File: config.mk
export PLATFORM = sky130hd
export DESIGN_NAME = tmr_channel
export DESIGN_NICKNAME = d
export VERILOG_FILES = /design/src/rtl/tmr_pkg.sv /design/src/rtl/tmr_dec.sv /design/src/rtl/tmr_src_sel.sv /design/src/rtl/tmr_regs.sv /design/src/rtl/tmr_core.sv /design/src/rtl/tmr_channel.sv
export SDC_FILE = /design/constraint.sdc
export NUM_CORES = 1
export LEC_CHECK = 0
export ABC_AREA = 0
export CELL_PAD_IN_SITES_DETAIL_PLACEMENT = 0
export CELL_PAD_IN_SITES_GLOBAL_PLACEMENT = 2
export CORE_ASPECT_RATIO = 0.9
export CORE_MARGIN = 4
export CORE_UTILIZATION = 25
export CTS_BUF_LIST = sky130_fd_sc_hd__clkbuf_8
export CTS_CLUSTER_DIAMETER = 60
export CTS_CLUSTER_SIZE = 16
export DETAILED_ROUTE_END_ITERATION = 12
export DONT_BUFFER_PORTS = 1
export HOLD_SLACK_MARGIN = 0.08
export PLACE_DENSITY_LB_ADDON = 0.15
export SKIP_CTS_REPAIR_TIMING = 1
export SYNTH_ARGS = -nofsm -noshare
export SYNTH_HDL_FRONTEND = slang
export SYNTH_SLANG_ARGS = --single-unit
File: constraint.sdc
create_clock -name clk -period 10.1 [get_ports clk]
set_clock_uncertainty 0.15 [all_clocks]
set_input_delay 2.02 -clock clk [delete_from_list [all_inputs] [get_ports clk]]
set_output_delay 2.02 -clock clk [all_outputs]
set_load 0.01 [all_outputs]
File: src/rtl/tmr_pkg.sv
package tmr_pkg;
  localparam int CNT_W   = 16;
  localparam int DIGITS  = CNT_W / 4;
  localparam int LEN_W   = CNT_W + 1;
  localparam int BCD_MOD = 10 ** DIGITS;

  typedef enum logic [1:0] {
    SEL_CTRL = 2'd0,
    SEL_LO   = 2'd1,
    SEL_HI   = 2'd2,
    SEL_GATE = 2'd3
  } wsel_e;

  typedef enum logic [1:0] {
    GS_HIGH  = 2'd0,
    GS_PIN   = 2'd1,
    GS_SOFT  = 2'd2,
    GS_HIGH2 = 2'd3
  } gsrc_e;

  typedef struct packed {
    logic [2:0] mode;
    logic       bcd;
    logic       clk_ext;
    gsrc_e      gsrc;
  } ctrl_t;

  function automatic ctrl_t decode_ctrl(input logic [7:0] d);
    ctrl_t c;
    c.mode    = d[2:0];
    c.bcd     = d[3];
    c.clk_ext = d[4];
    c.gsrc    = gsrc_e'(d[6:5]);
    return c;
  endfunction

  // modes 6 and 7 behave as 2 and 3
  function automatic logic [2:0] norm_mode(input logic [2:0] m);
    return (m[2] && m[1]) ? {1'b0, m[1:0]} : m;
  endfunction

  // number of counts represented by an initial value
  function automatic logic [LEN_W-1:0] eff_len(input logic [CNT_W-1:0] v, input logic bcd);
    logic [LEN_W-1:0] acc;
    acc = '0;
    if (v == '0) begin
      acc = bcd ? LEN_W'(BCD_MOD) : (LEN_W'(1) << CNT_W);
    end else if (bcd) begin
      for (int i = DIGITS - 1; i >= 0; i--) begin
        acc = (acc * LEN_W'(10)) + LEN_W'(v[4*i +: 4]);
      end
    end else begin
      acc = {1'b0, v};
    end
    return acc;
  endfunction
endpackage

File: src/rtl/tmr_dec.sv
module tmr_dec #(
  parameter int W = 16
) (
  input  logic [W-1:0] val,
  input  logic         bcd,
  output logic [W-1:0] dec_o
);
  localparam int N = W / 4;

  logic [N-1:0] brw;
  logic [W-1:0] bcd_res;

  assign brw[0] = 1'b1;

  for (genvar g = 0; g < N; g++) begin : g_dig
    logic [3:0] d;
    assign d = val[4*g +: 4];
    assign bcd_res[4*g +: 4] = !brw[g] ? d : ((d == 4'd0) ? 4'd9 : d - 4'd1);
    if (g < N - 1) begin : g_brw
      assign brw[g+1] = brw[g] && (d == 4'd0);
    end
  end

  assign dec_o = bcd ? bcd_res : (val - {{(W-1){1'b0}}, 1'b1});
endmodule

File: src/rtl/tmr_src_sel.sv
module tmr_src_sel
  import tmr_pkg::*;
#(
  parameter int SYNC_STAGES = 2
) (
  input  logic  clk,
  input  logic  rst_n,
  input  logic  tick_i,
  input  logic  ext_clk_i,
  input  logic  ext_gate_i,
  input  logic  sw_gate,
  input  logic  clk_ext,
  input  gsrc_e gsrc,
  output logic  cnt_en,
  output logic  gate_lvl,
  output logic  gate_rise
);
  localparam int LAST = SYNC_STAGES - 1;

  logic [SYNC_STAGES-1:0] clk_sync, gate_sync;
  logic src_sel, src_prev, gate_prev;

  always_ff @(posedge clk) begin
    if (!rst_n) begin
      clk_sync  <= '0;
      gate_sync <= '0;
    end else begin
      clk_sync[0]  <= ext_clk_i;
      gate_sync[0] <= ext_gate_i;
      for (int i = 1; i < SYNC_STAGES; i++) begin
        clk_sync[i]  <= clk_sync[i-1];
        gate_sync[i] <= gate_sync[i-1];
      end
    end
  end

  assign src_sel = clk_ext ? clk_sync[LAST] : tick_i;

  always_comb begin
    case (gsrc)
      GS_PIN:  gate_lvl = gate_sync[LAST];
      GS_SOFT: gate_lvl = sw_gate;
      default: gate_lvl = 1'b1;
    endcase
  end

  always_ff @(posedge clk) begin
    if (!rst_n) begin
      src_prev  <= 1'b0;
      gate_prev <= 1'b1;
    end else begin
      src_prev  <= src_sel;
      gate_prev <= gate_lvl;
    end
  end

  assign cnt_en    = src_sel && !src_prev;
  assign gate_rise = gate_lvl && !gate_prev;
endmodule

File: src/rtl/tmr_regs.sv
module tmr_regs
  import tmr_pkg::*;
(
  input  logic             clk,
  input  logic             rst_n,
  input  logic             wr_en,
  input  logic [1:0]       wr_sel,
  input  logic [7:0]       wr_data,
  output ctrl_t            ctrl_q,
  output logic             ctrl_wr,
  output logic [2:0]       new_mode,
  output logic             commit,
  output logic [CNT_W-1:0] init_d,
  output logic             sw_gate
);
  logic [7:0] lo_q;
  logic       lo_ok;

  assign ctrl_wr  = wr_en && (wr_sel == SEL_CTRL);
  assign commit   = wr_en && (wr_sel == SEL_HI) && lo_ok;
  assign new_mode = wr_data[2:0];
  assign init_d   = {wr_data, lo_q};

  always_ff @(posedge clk) begin
    if (!rst_n) begin
      ctrl_q  <= '0;
      lo_q    <= '0;
      lo_ok   <= 1'b0;
      sw_gate <= 1'b0;
    end else if (wr_en) begin
      case (wr_sel)
        SEL_CTRL: begin
          ctrl_q <= decode_ctrl(wr_data);
          lo_ok  <= 1'b0;
        end
        SEL_LO: begin
          lo_q  <= wr_data;
          lo_ok <= 1'b1;
        end
        SEL_HI:  lo_ok   <= 1'b0;
        default: sw_gate <= wr_data[0];
      endcase
    end
  end
endmodule

File: src/rtl/tmr_core.sv
module tmr_core
  import tmr_pkg::*;
(
  input  logic             clk,
  input  logic             rst_n,
  input  logic             ctrl_wr,
  input  logic [2:0]       new_mode,
  input  logic             commit,
  input  logic [CNT_W-1:0] init_d,
  input  logic [2:0]       mode_raw,
  input  logic             bcd,
  input  logic             cnt_en,
  input  logic             gate_lvl,
  input  logic             gate_rise,
  output logic [CNT_W-1:0] cnt_o,
  output logic             out_o,
  output logic             armed_o
);
  logic [CNT_W-1:0] init_q, cnt_r, dec_v;
  logic [LEN_W-1:0] ph_q, len, hi_len, ph_nxt;
  logic [2:0]       mode;
  logic             out_r, run_q, armed_q, strobe_q;
  logic             lvl_mode, trig_mode, one_shot, go;

  tmr_dec #(.W(CNT_W)) u_dec (.val(cnt_r), .bcd(bcd), .dec_o(dec_v));

  assign mode      = norm_mode(mode_raw);
  assign lvl_mode  = (mode == 3'd0) || (mode == 3'd2) || (mode == 3'd3) || (mode == 3'd4);
  assign trig_mode = (mode == 3'd1) || (mode == 3'd2) || (mode == 3'd3) || (mode == 3'd5);
  assign one_shot  = (mode == 3'd0) || (mode == 3'd1) || (mode == 3'd4) || (mode == 3'd5);
  assign len       = eff_len(init_q, bcd);
  assign hi_len    = (len + LEN_W'(1)) >> 1;
  assign ph_nxt    = ph_q + LEN_W'(1);
  assign go        = cnt_en && run_q && (gate_lvl || !lvl_mode);

  always_ff @(posedge clk) begin
    if (!rst_n) begin
      init_q   <= '0;
      cnt_r    <= '0;
      ph_q     <= '0;
      out_r    <= 1'b1;
      run_q    <= 1'b0;
      armed_q  <= 1'b0;
      strobe_q <= 1'b0;
    end else begin
      if (strobe_q) begin
        out_r    <= 1'b1;
        strobe_q <= 1'b0;
      end
      if (ctrl_wr) begin
        run_q    <= 1'b0;
        armed_q  <= 1'b0;
        strobe_q <= 1'b0;
        out_r    <= (new_mode != 3'd0);
      end else if (commit) begin
        init_q   <= init_d;
        cnt_r    <= init_d;
        ph_q     <= '0;
        armed_q  <= 1'b1;
        run_q    <= lvl_mode;
        strobe_q <= 1'b0;
        out_r    <= (mode != 3'd0);
      end else if (gate_rise && armed_q && trig_mode) begin
        cnt_r    <= init_q;
        ph_q     <= '0;
        run_q    <= 1'b1;
        strobe_q <= 1'b0;
        out_r    <= (mode != 3'd1);
      end else if (go) begin
        if (one_shot) begin
          cnt_r <= dec_v;
          if (dec_v == '0) begin
            run_q <= 1'b0;
            if (mode == 3'd4 || mode == 3'd5) begin
              out_r    <= 1'b0;
              strobe_q <= 1'b1;
            end else begin
              out_r <= 1'b1;
            end
          end
        end else if (mode == 3'd2) begin
          if (cnt_r == CNT_W'(1)) begin
            cnt_r <= init_q;
            out_r <= 1'b1;
          end else begin
            cnt_r <= dec_v;
            out_r <= (dec_v != CNT_W'(1));
          end
        end else begin
          if (ph_q == len - LEN_W'(1)) begin
            cnt_r <= init_q;
            ph_q  <= '0;
            out_r <= 1'b1;
          end else begin
            cnt_r <= dec_v;
            ph_q  <= ph_nxt;
            out_r <= (ph_nxt < hi_len);
          end
        end
      end
    end
  end

  assign cnt_o   = cnt_r;
  assign out_o   = out_r;
  assign armed_o = armed_q;
endmodule

File: src/rtl/tmr_channel.sv
module tmr_channel
  import tmr_pkg::*;
#(
  parameter int SYNC_STAGES = 2
) (
  input  logic             clk,
  input  logic             rst_n,
  input  logic             wr_en,
  input  logic [1:0]       wr_sel,
  input  logic [7:0]       wr_data,
  input  logic             tick_i,
  input  logic             ext_clk_i,
  input  logic             ext_gate_i,
  output logic [CNT_W-1:0] cnt_q,
  output logic             out_o
);
  ctrl_t            ctrl_q;
  logic             ctrl_wr, commit, sw_gate;
  logic [2:0]       new_mode, mode_raw;
  logic [CNT_W-1:0] init_d;
  logic             cnt_en, gate_lvl, gate_rise, armed;

  tmr_regs u_regs (
    .clk(clk), .rst_n(rst_n), .wr_en(wr_en), .wr_sel(wr_sel), .wr_data(wr_data),
    .ctrl_q(ctrl_q), .ctrl_wr(ctrl_wr), .new_mode(new_mode), .commit(commit),
    .init_d(init_d), .sw_gate(sw_gate)
  );

  tmr_src_sel #(.SYNC_STAGES(SYNC_STAGES)) u_src (
    .clk(clk), .rst_n(rst_n), .tick_i(tick_i), .ext_clk_i(ext_clk_i),
    .ext_gate_i(ext_gate_i), .sw_gate(sw_gate), .clk_ext(ctrl_q.clk_ext),
    .gsrc(ctrl_q.gsrc), .cnt_en(cnt_en), .gate_lvl(gate_lvl), .gate_rise(gate_rise)
  );

  assign mode_raw = ctrl_q.mode;

  tmr_core u_core (
    .clk(clk), .rst_n(rst_n), .ctrl_wr(ctrl_wr), .new_mode(new_mode),
    .commit(commit), .init_d(init_d), .mode_raw(mode_raw), .bcd(ctrl_q.bcd),
    .cnt_en(cnt_en), .gate_lvl(gate_lvl), .gate_rise(gate_rise),
    .cnt_o(cnt_q), .out_o(out_o), .armed_o(armed)
  );
endmodule

After elaboration in Yosys (flattened, before gate mapping)
Cells that the tools add are included.

Multipliers: 3. Shift operators: 0. Reductions and logical operators: 52. Equality and inequality tests: 15. Mux-type cells: 45. Bitwise operators: 6. Div/mod/pow operators: 0. Add/subtract/negate cells: 11. Order comparisons: 1.

Operators with widths (number): 17-bit two-way mux (9); 16-bit two-way mux (8); 17-bit by 4-bit adder with 17-bit output (3); 17-bit by 1-bit adder with 17-bit output, second input constant (2); 17-bit by 3-bit multiplier with 16-bit output, second input constant (2); 16-bit logical NOT (2); 4-bit two-way mux (7); 1-bit two-way mux (18); 17-bit equality test (1); 17-bit by 16-bit less-than comparator with 1-bit output (1); 17-bit by 1-bit subtractor with 17-bit output, second input constant (1); 16-bit by 1-bit equality test with 1-bit output, second input constant (1); 4-bit logical NOT (4); 16-bit by 1-bit != test with 1-bit output, second input constant (1); 16-bit by 1-bit subtractor with 16-bit output, second input constant (1); 4-bit by 1-bit subtractor with 4-bit output, second input constant (4); 3-bit nonzero test (5); 1-bit logical AND (12); 2-bit AND reduction (6); 1-bit logical OR (11); 4-bit by 3-bit multiplier with 7-bit output, second input constant (1); 7-bit OR reduction (1); 3-bit by 2-bit equality test with 1-bit output, second input constant (2); 3-bit equality test, second input constant (2); other kinds (16) (28).

Bits of input ports: 16. Latch bits: 0. Bits in read-only memories: 0. Bits in registers: 76. Logic and storage cells: 151. Memory bits (writable): 0. Memories kept: 0.

Logic depth before layout (Yosys ltp)
Depth after elaboration: 17. Depth in mapped cells: 33.

By module
Synthesis repeated with hierarchy kept, for this count alone.

Cell total of the unflattened synthesis: 1065. Area total of the unflattened synthesis: 8431.8 sq um.

By module, submodules not included: tmr_core (times used 1, sequential area each 1061.0 sq um, cells an instance 884, area an instance 6921.6 sq um); tmr_regs (times used 1, sequential area each 340.3 sq um, cells an instance 81, area an instance 768.2 sq um); tmr_dec (times used 1, sequential area each 0.0 sq um, cells an instance 79, area an instance 518.0 sq um); tmr_src_sel (times used 1, sequential area each 120.1 sq um, cells an instance 21, area an instance 224.0 sq um).

Worst setup path after synthesis
Ideal clock, no wire load.

Path type: flip-flop to flip-flop. Start: register u_core.init_q[13]. End: register u_core.cnt_r[1] (netlist: u_core.cnt_o[1]). Library setup time: 0.120 ns. Setup slack: 2.317 ns. Clock period less this slack: 7.783 ns. Cell stages (with the launch flop): 28. Arrival: 7.513 ns. Cell sequence: dfxtp_1 -> ha_1 -> ha_1 -> fa_1 -> xnor2_1 -> ha_1 -> ha_1 -> xnor2_1 -> or3b_2 -> nor3_1 -> xor2_1 -> ha_1 -> ha_1 -> a21oi_2 -> o211ai_2 -> a2111oi_4 -> nor3_1 -> nand3b_1 -> o211a_1 -> or4_4 -> a2111o_1 -> a21oi_1 -> nor3_1 -> or4b_1 -> buf_2 -> buf_2 -> a211oi_1 -> nor2_1.

Cells in the longest elaborated chain, start to end: 16. Elaborated cells on any way between the ends: 17. Classes of those cells: 4 x add/sub; 3 x mul; 1 x eq/ne; 8 x mux; 1 x reduce/logical.

RTL lines: start: declaration (RTL line tmr_core.sv:19) `logic [CNT_W-1:0] init_q, cnt_r, dec_v;`; start signal: assignment (RTL line tmr_core.sv:56) `init_q <= init_d;`; 4-bit by 3-bit multiplier with 7-bit output (RTL line tmr_pkg.sv:50) `acc = (acc * LEN_W'(10)) + LEN_W'(v[4*i +: 4]);`; 17-bit by 4-bit adder with 17-bit output (RTL line tmr_pkg.sv:50); 17-bit by 3-bit multiplier with 16-bit output (RTL line tmr_pkg.sv:50); 17-bit by 4-bit adder with 17-bit output (RTL line tmr_pkg.sv:50); 17-bit by 3-bit multiplier with 16-bit output (RTL line tmr_pkg.sv:50); 17-bit by 4-bit adder with 17-bit output (RTL line tmr_pkg.sv:50); 17-bit two-way mux (RTL line tmr_pkg.sv:48) `end else if (bcd) begin`; 17-bit two-way mux (*) (RTL line tmr_pkg.sv:46) `if (v == '0) begin`; 17-bit by 1-bit subtractor with 17-bit output (*) (RTL line tmr_core.sv:90) `if (ph_q == len - LEN_W'(1)) begin`; 17-bit equality test (*) (RTL line tmr_core.sv:90); 16-bit two-way mux (*) (RTL line tmr_core.sv:90); 16-bit two-way mux (*) (RTL line tmr_core.sv:81) `end else if (mode == 3'd2) begin`; 16-bit two-way mux (*) (RTL line tmr_core.sv:70) `if (one_shot) begin`; 16-bit two-way mux (*) (RTL line tmr_core.sv:69) `end else if (go) begin`; 16-bit two-way mux (*) (RTL line tmr_core.sv:63) `end else if (gate_rise && armed_q && trig_mode) begin`; 16-bit two-way mux (*) (RTL line tmr_core.sv:55) `end else if (commit) begin`; end signal: assignment (RTL line tmr_core.sv:57) `cnt_r <= init_d;`; end signal: assignment (RTL line tmr_core.sv:64) `cnt_r <= init_q;`; end signal: assignment (RTL line tmr_core.sv:71) `cnt_r <= dec_v;`; end: declaration (RTL line tmr_core.sv:19).

Mark *: on every way between the ends. The rest lies on a longest branch, timed or not. The select of a mux whose other input is x is not followed. A chain may end at the register's enable or synchronous reset.

Worst setup path in the final report
Start: register u_core.init_q[15]. End: register u_core.cnt_r[4] (netlist: u_core.cnt_o[4]).

The elaborated chain is that of the path after synthesis.

==> results.py <==
metrics = {
    "sta": {
        "fin_crit_sh": 0.905,
        "finalHoldViolations": 0,
        "relSlewSlack": 0.325,
        "timing.fmax_ghz": 0.109,
        "rsz0062_at_grt": "no",
        "fin_crit_ps": 9140,
        "report.final.slew_viol_count": 0,
        "tightest_slew_ps": 1010,
        "tns_ps": 0,
        "whs_ps": 289,
        "setup_violations": 0,
    },
    "hold_path": {
        "hp-class": "reg -> reg",
        "hold_start": "u_src.gate_sync[0]$_SDFF_PN0_",
    },
    "worst_setup_path": {
        "startpoint": "u_core.init_q[15]$_SDFFE_PN0P_",
        "endpoint_kind": "flop",
        "cp_data_arrival_time_ps": 9310,
        "critPathSlowestCell": "nor3_1",
        "cp_common_cell": "ha_1",
        "start_kind": "flop",
        "path_max_fanout": 15,
        "required_ps": 10270,
        "slowest_delay_ps": 820,
        "reg2reg_from": "u_core.init_q[15]$_SDFFE_PN0P_",
        "critPathKind": "reg -> reg",
    },
    "global_route": {
        "first_global_vias": 7514,
        "grt_pass1_wl_mm": 44.5,
        "grt.overflow.total": 0,
        "grt_max_degree": 88,
        "antenna_found_initial": 0,
        "grt_util_all_layers": 0.158,
    },
    "clocking": {
        "htree_levels": 3,
        "clock_path_buffers": 2,
        "cts_tree": "done",
        "clk_pin_slew_ps": 90,
        "clock_latency_ps": 390,
        "cts_buffers": 9,
        "cts-root-buf": "clkbuf_8",
        "clock_sinks": 76,
    },
    "yosys": {
        "ys_seq_area_frac": 0.186,
        "synth_cell_types": 96,
        "postSynthCellCount": 1081,
        "async_reset_ff_frac": 0,
        "netlist_area_um2": 8170,
        "synthTopCellsByArea": "dfxtp_1 19%, ha_1 11%, nand2_1 6.7%",
        "syn_area_per_cell_um2": 7.55,
        "synth_top_area_frac": 0.186,
        "synth_common_cells": "145 x nand2_1, 76 x dfxtp_1, 74 x ha_1",
        "syn_nets": 1177,
        "synthFlopType": "dfxtp_1",
        "synth-seq-cells": 76,
        "synth.most_common_cell": "nand2_1",
        "yosysWarnings": 0,
        "synth_top_area_cell": "dfxtp_1",
        "synth_edf_count": 0,
    },
    "power_and_ir_drop": {
        "intPower_uw": 511,
        "swShare": 0.319,
        "seqPwrFrac": 0.430,
        "p_comb_frac": 0.191,
        "pwr-share-clk": 0.379,
        "p_per_area_nw_per_um2": 85.6,
        "peakVddDrop_mv": 0.0521,
        "leakage_nw": 3.40,
        "switching_power_uw": 240,
    },
    "floorplanning": {
        "dieHeight_um": 179,
        "dieWidth_um": 199,
        "die_area_um2": 35600,
        "coreArea_um2": 32000,
        "initial_core_util": 0.255,
        "io_pins": 33,
        "rows": 62,
    },
    "placed_design": {
        "gp_congestion": 0.742,
        "dp_hpwl_mm": 22.0,
        "port_buffers": 0,
    },
    "cells_and_area": {
        "n_antenna_cell": 0,
        "fin_util": 0.274,
        "layout-drive-gt1-share": 0.0637,
        "final_net_count": 1143,
        "syn2layout_area_growth_pct": 7.43,
    },
    "detailed_routing": {
        "antenna_left": 0,
        "drc": 0,
        "vias": 7571,
        "drtIter0Drc": 341,
        "dr.pass1.iters": 4,
        "routedWlPerCell_um": 19.1,
        "drt-total-wl_mm": 28.1,
        "vias_per_cell": 5.16,
    },
    "job": {
        "drv_cap": 0,
    },
    "run_status": {
        "outcome": "finished, final reports clean",
    },
}
## cells in the final DEF, fill, tap and decap left out, types with 34 or more instances in the layout
cell type / netlist / layout
a21oi_1: 42 / 42
xnor2_1: 50 / 50
nor2_1: 64 / 64
inv_1: 42 / 42
nand2_1: 145 / 145
xor2_1: 34 / 34
nand3_1: 63 / 63
dfxtp_1: 76 / 75
nor3_1: 39 / 38
ha_1: 74 / 74
## power by group through the flow
stage | logic (mW) | clock network, mW | registers [mW]
final | 0.143 | 0.285 | 0.323
after global routing | 0.163 | 0.305 | 0.325
after CTS | 0.145 | 0.295 | 0.324
after detailed placement | 0.145 | 0 | 0.331
after global placement | 0.146 | 0 | 0.331
after floorplan | 0.118 | 0 | 0.321
## path summary, 6_finish.rpt
path	to	slack, ps	cells after the start
max	u_core.cnt_o[4]$_SDFFE_PN0P_	960	25
min	u_src.gate_sync[1]$_SDFF_PN0_	290	1
max reg2reg	u_core.cnt_o[4]$_SDFFE_PN0P_	960	25
min reg2reg	u_src.gate_sync[1]$_SDFF_PN0_	290	1
## state kept, by name, summed over array words and instances (netlist names)
| name | cells |
|---|---|
| u_core.armed_o | 1 |
| u_core.cnt_o | 16 |
| u_core.init_q | 16 |
| u_core.out_o | 1 |
| u_core.ph_q | 17 |
| u_core.run_q | 1 |
| u_core.strobe_q | 1 |
| u_regs.ctrl_q | 7 |
| u_regs.lo_ok | 1 |
| u_regs.lo_q | 8 |
| u_regs.sw_gate | 1 |
| u_src.clk_sync | 2 |
| u_src.gate_prev | 1 |
| u_src.gate_sync | 2 |
| u_src.src_prev | 1 |
## logic make-up after synthesis
| kind of cell | after synthesis | share of synthesized area |
|---|---|---|
| adders and majority gates | 80 | 0.128 |
| and+or+nand+nor | 459 | 0.285 |
| buffers and inverters | 96 | 0.0461 |
| xor gates and xnor gates | 86 | 0.0948 |
| AOI/OAI and AO/OA | 273 | 0.247 |
| DFF | 76 | 0.186 |
| muxes | 10 | 0.0130 |
| other | 1 | 0.000459 |
## area by class of cell
type	count	area, µm²
Fill cell	3551	23300
Multi-Input combinational cell	909	6280
Sequential cell	76	1520
Tap cell	416	520
Inverter	43	161
Clock buffer	10	138
Clock inverter	6	93.8
Timing Repair Buffer	8	60.1
## layer usage
metal | GRT usage | wire (µm) | part of all wire
met5 | 0 | 0 | 0
met4 | 0.0279 | 280 | 0.010
met2 | 0.269 | 13500 | 0.48
met1 | 0.212 | 13700 | 0.49
met3 | 0.0264 | 668 | 0.024
## per-stage QoR
| stage | std cells | setup slack [ps] | power [mW] | instance area (µm²) |
|---|---|---|---|---|
| 6_report | 1468 | 961 | 0.751 | 8770 |
| 3_3_place_gp | 1452 | 1080 | 0.477 | 8540 |
| 5_1_grt | 1468 | 91.8 | 0.793 | 8770 |
| 2_1_floorplan | 1081 | 2320 | 0.439 | 8170 |
| 3_5_place_dp | 1452 | 1020 | 0.475 | 8540 |
| 4_1_cts | 1468 | 982 | 0.764 | 8770 |
## worst max-delay path: cells and delay by family (launching register included)
family                     cells  cell delay (ps)
xor gates and xnor gates       3              750
DFF                            1              610
adders and majority gates      7             2420
and+or+nand+nor                7             2990
muxes                          1              360
AOI/OAI and AO/OA              7             1800
Note: power is estimated with default switching activity, not from simulation.
